**config.mk**
```make
export PLATFORM = sky130hd
export DESIGN_NAME = lps_ctrl
export DESIGN_NICKNAME = d
export VERILOG_FILES = /design/src/rtl/lps_pkg.sv /design/src/rtl/lps_sync.sv /design/src/rtl/lps_fsm.sv /design/src/rtl/lps_ctrl.sv
export SDC_FILE = /design/constraint.sdc
export NUM_CORES = 1
export LEC_CHECK = 0
export ABC_AREA = 1
export ABC_CLOCK_PERIOD_IN_PS = 1000
export BUFFER_PORTS_ARGS = -buffer_cell sky130_fd_sc_hd__buf_2
export CAP_MARGIN = 10
export CORE_AREA = 4 4 41 43
export CTS_BUF_LIST = sky130_fd_sc_hd__clkbuf_8
export CTS_CLUSTER_SIZE = 30
export DETAILED_ROUTE_END_ITERATION = 16
export DIE_AREA = 0 0 45 47
export GPL_TIMING_DRIVEN = 0
export PLACE_DENSITY = 0.51
export SETUP_SLACK_MARGIN = 0.15
export SLEW_MARGIN = 20
export SYNTH_ARGS = -nofsm -noshare
export SYNTH_HDL_FRONTEND = slang
export SYNTH_SLANG_ARGS = --single-unit
```
**constraint.sdc**
```tcl
create_clock -name clk -period 1 [get_ports clk]
set_input_delay 0.15 -clock clk [delete_from_list [all_inputs] [get_ports clk]]
set_output_delay 0.15 -clock clk [all_outputs]
set_load 0.05 [all_outputs]
```
**src/rtl/lps_pkg.sv**
```systemverilog
package lps_pkg;

    typedef enum logic [1:0] {
        ST_RUN    = 2'b00,
        ST_SLEEP  = 2'b01,
        ST_DEEP   = 2'b10,
        ST_DEEPER = 2'b11
    } lps_state_e;

    typedef struct packed {
        lps_state_e st;
        logic       pstat_n;
        logic       vlow;
    } lps_regs_t;

    localparam int unsigned N_SIDEBAND = 3;
    localparam int unsigned IDX_SLEEP  = 0;
    localparam int unsigned IDX_CLKRUN = 1;
    localparam int unsigned IDX_DEEPN  = 2;

endpackage

```
**src/rtl/lps_sync.sv**
```systemverilog
module lps_sync #(
    parameter int unsigned       WIDTH   = 3,
    parameter int unsigned       STAGES  = 2,
    parameter logic [WIDTH-1:0]  RST_VAL = '0
) (
    input  logic             clk,
    input  logic             rst_n,
    input  logic [WIDTH-1:0] async_i,
    output logic [WIDTH-1:0] sync_o
);
    localparam int unsigned LAST = STAGES - 1;

    logic [WIDTH-1:0] chain_q [STAGES];

    generate
        for (genvar s = 0; s < STAGES; s++) begin : g_stage
            if (s == 0) begin : g_first
                always_ff @(posedge clk or negedge rst_n) begin
                    if (!rst_n) chain_q[s] <= RST_VAL;
                    else        chain_q[s] <= async_i;
                end
            end else begin : g_next
                always_ff @(posedge clk or negedge rst_n) begin
                    if (!rst_n) chain_q[s] <= RST_VAL;
                    else        chain_q[s] <= chain_q[s-1];
                end
            end
        end
    endgenerate

    assign sync_o = chain_q[LAST];
endmodule

```
**src/rtl/lps_fsm.sv**
```systemverilog
module lps_fsm
    import lps_pkg::*;
(
    input  logic       clk,
    input  logic       rst_n,
    input  logic       slp_s,
    input  logic       clkrun_s,
    input  logic       deeper_n_s,
    output logic [1:0] state_o,
    output logic       pstat_n_o,
    output logic       vlow_o
);
    lps_regs_t r_d, r_q;

    always_comb begin
        r_d = r_q;
        unique case (r_q.st)
            ST_RUN: begin
                if (slp_s) r_d.st = ST_SLEEP;
            end
            ST_SLEEP: begin
                if (!deeper_n_s)    r_d.st = ST_DEEPER;
                else if (!clkrun_s) r_d.st = ST_DEEP;
                else if (!slp_s)    r_d.st = ST_RUN;
            end
            ST_DEEP: begin
                if (clkrun_s) r_d.st = ST_SLEEP;
            end
            ST_DEEPER: begin
                if (deeper_n_s) r_d.st = ST_SLEEP;
            end
            default: r_d.st = ST_RUN;
        endcase
        r_d.pstat_n = !((r_d.st == ST_DEEP) || (r_d.st == ST_DEEPER));
        r_d.vlow    = (r_d.st == ST_DEEPER);
    end

    always_ff @(posedge clk or negedge rst_n) begin
        if (!rst_n) begin
            r_q.st      <= ST_RUN;
            r_q.pstat_n <= 1'b1;
            r_q.vlow    <= 1'b0;
        end else begin
            r_q <= r_d;
        end
    end

    assign state_o   = r_q.st;
    assign pstat_n_o = r_q.pstat_n;
    assign vlow_o    = r_q.vlow;
endmodule

```
**src/rtl/lps_ctrl.sv**
```systemverilog
module lps_ctrl
    import lps_pkg::*;
#(
    parameter int unsigned SYNC_STAGES = 2
) (
    input  logic       clk,
    input  logic       rst_n,
    input  logic       sleep_req_i,
    input  logic       refclk_run_i,
    input  logic       deeper_n_i,
    output logic [1:0] state_o,
    output logic       pwr_stat_n_o,
    output logic       vreg_low_o
);
    localparam logic [N_SIDEBAND-1:0] SYNC_RST = 3'b110; // deeper_n=1, clkrun=1, sleep=0

    logic [N_SIDEBAND-1:0] raw_in;
    logic [N_SIDEBAND-1:0] sync_in;
    logic                  slp_s, clkrun_s, deeper_n_s;

    assign raw_in[IDX_SLEEP]  = sleep_req_i;
    assign raw_in[IDX_CLKRUN] = refclk_run_i;
    assign raw_in[IDX_DEEPN]  = deeper_n_i;

    // every sideband input is synchronized before use
    lps_sync #(
        .WIDTH  (N_SIDEBAND),
        .STAGES (SYNC_STAGES),
        .RST_VAL(SYNC_RST)
    ) u_sync (
        .clk    (clk),
        .rst_n  (rst_n),
        .async_i(raw_in),
        .sync_o (sync_in)
    );

    assign slp_s      = sync_in[IDX_SLEEP];
    assign clkrun_s   = sync_in[IDX_CLKRUN];
    assign deeper_n_s = sync_in[IDX_DEEPN];

    lps_fsm u_fsm (
        .clk       (clk),
        .rst_n     (rst_n),
        .slp_s     (slp_s),
        .clkrun_s  (clkrun_s),
        .deeper_n_s(deeper_n_s),
        .state_o   (state_o),
        .pstat_n_o (pwr_stat_n_o),
        .vlow_o    (vreg_low_o)
    );
endmodule

```
==> summary.txt <==
CTS
  – CTS tree: built
  – H-tree depth: 1
  – Worst-path clk slew: 50 ps
  – Worst-Skew Late Latency: 230 ps
  – CTS Buffer Depth: 2
  – CTS root buf: clkbuf_8
  – Clock Sinks: 10
  – CTS Buf Count: 3

Setup path
  – Worst path slowest cell: dfstp_2
  – CP max FO: 1
  – Max incr delay on CP: 530 ps
  – Cell Chain, Critical Path: buf_8
  – Worst setup SP type: register
  – CP top delay family: flip-flops
  – Crit path required time: 850 ps
  – Worst setup EP type: primary output
  – Critical path data arrival time: 900 ps
  – Worst path bufs/invs: 1
  – Crit path kind: reg2out

Logic synthesis
  – FF+latch count, synth: 10
  – Synth area leader: dfstp_2
  – Yosys warning count: 0
  – Mux contribution to synthesized area: 0%
  – Synth top area cells: dfstp_2, dfrtp_1, nand2_1, nand2_2, inv_1
  – Post-Syn Nets: 31
  – Synth Area in Compound Gates: 4.09%
  – Netlist cell types: 10
  – XOR/XNOR Fraction of Synth Area: 0%
  – Register area share after synthesis: 76.2%
  – Synthesized-area fraction occupied by adder cells: 0%
  – Largest family of logic cells by synthesized area: simple AND/OR/NAND/NOR gates
  – Cells after Synth: 26
  – Simple-gate portion of the synthesized area: 15.2%
  – Syn Area/Cell: 12.9 sq um
  – Mapped cell area: 337 sq um
  – Post-synth top area share: 39.0%

Layout
  – Commonest cells after routing, fill and taps aside: dfstp_2, clkbuf_8, buf_2
  – Antenna Cells: 0
  – Net count of the finished layout: 47
  – Fraction of layout cells with a size suffix above 1: 75.6%
  – Commonest non-fill, non-tap cell in the layout: dfstp_2
  – Area growth syn-to-layout: 64.3%

Timing
  – Setup violators final: 1
  – Crit share post-route: 105%
  – Worst-margin pin slew: 213 ps
  – Max Clk Rate: 957 MHz
  – Worst slew margin: 85.8%
  – Slew Viols, Final: 0
  – Hold WS: 17.0 ps
  – Final Hold Viols: 0
  – Final WS setup: -45.2 ps
  – RSZ-0062 raised after global routing: yes
  – Worst clock skew: 2.32 ps
  – Setup TNS: -45.2 ps
  – Tmin final: 1050 ps

Placement
  – # port buffers: 8
  – GP Congestion: 0.636
  – Hpwl dp: 351 um

Detailed routing
  – Initial DRC Count: 0
  – DR WL/cell: 9.29 um
  – Vias: 217
  – Number of remaining DRC errors: 0
  – Vias per cell: 3.88
  – DRT Pass-1 Iters: 1
  – Routed Antenna Nets: 0
  – Routed wire length: 520 um

GRT
  – Grt total ovfl: 0
  – First-pass GRT wire length: 917 um
  – Initial antenna violation count: 0
  – Global Route Usage Sum: 6.80%
  – Largest net degree at the start of global routing: 11
  – Vias in the first global route: 229

Pwr
  – Lkg Pwr: 0.259 nW
  – VDD IR-drop max: 0.768 mV
  – PwrDens: 2810 mW/mm^2

Die
  – Die extent in y: 47 um
  – Die Wd: 45 um
  – Area of the die: 0.00212 sq mm
  – Core area: 0.00130 sq mm
  – Core Rows: 13
  – Starting Density: 25.9%
  – # IOs: 9

Min path
  – Worst Hold Class: in2reg

Outcome
  – Status: finished, violations left
  – Violations in the final reports: setup timing

Run
  – Max-Cap Viols: 0
-- state kept, by name, indices dropped and copies added (netlist names) --
register         cells
u_fsm.pstat_n_o      1
u_fsm.state_o        2
u_fsm.vlow_o         1
u_sync.chain_q       3
u_sync.sync_o        3
-- per-stage QoR --
stage | setup WS (ps) | power, mW | cell area, sq um | cells | utilization [%]
finish | -45.2 | 1.55 | 553 | 56 | 42.5
global route | -74.9 | 1.63 | 553 | 56 | 42.5
CTS | -56.8 | 1.50 | 524 | 55 | 40.3
detailed placement | 110 | 0.844 | 398 | 49 | 30.6
global placement | 112 | 0.834 | 398 | 49 | 30.6
floorplan | 30.9 | 0.768 | 339 | 26 | -
-- power breakdown --
group	total, mW	switching, mW	internal, mW
sequential	0.529	0.0498	0.479
combinational	0.540	0.311	0.229
clock	0.485	0.140	0.344
-- per-layer routing --
| layer | part of all wire [%] | vias to the layer above | track usage (%) |
|---|---|---|---|
| met5 | 0 | - | 0 |
| met4 | 0 | 0 | 8.77 |
| met3 | 9.4 | 0 | 3.45 |
| met2 | 52 | 9 | 9.32 |
| met1 | 38 | 102 | 6.60 |
| li1 | - | 106 | - |
-- Yosys cell counts --
library cell / number
dfstp_2: 5
nand3_1: 1
a21oi_1: 1
inv_1: 3
dfrtp_1: 5
nor2_4: 1
nand2_2: 2
a21oi_2: 1
nand2_1: 6
inv_2: 1
-- worst paths after layout --
kind / from / to / slack (ps) / cells after the start
hold / removal: refclk_run_i / u_sync.chain_q[4] / 20 / 1
setup reg to reg: u_fsm.state_o[0] / u_fsm.state_o[1] / 110 / 5
max in group asynchronous: rst_n / u_fsm.pstat_n_o / 450 / 2
setup / recovery: u_fsm.pstat_n_o / pwr_stat_n_o / -50 / 1
min in group asynchronous: rst_n / u_fsm.vlow_o / 300 / 2
hold reg to reg: u_sync.chain_q[3] / u_sync.sync_o[0] / 350 / 0
-- area by class of cell --
type                       count  area (sq um)
fill                         129           748
sequential                    10           259
timing repair buffer          11           109
multi-input combinational     12          91.3
clock buffer                   4          55.1
inverter                       4          20.0
tap                           15          18.8
-- cells by family (layout without fill, tap and decap cells) --
group	after synthesis	in the layout
AOI/OAI and AO/OA	2	2
DFF	10	10
and+or+nand+nor	10	10
buffers and inverters	4	19
-- what timing repair did --
action,4_1_cts,5_1_grt
endpoints found under the hold margin,10,0
pin swaps,4,5
gates cloned,0,0
hold buffers,1,0
endpoints found under the setup margin,5,7
setup buffers,1,1
gates resized for setup,17,6
(Power assumes the default switching activity.)
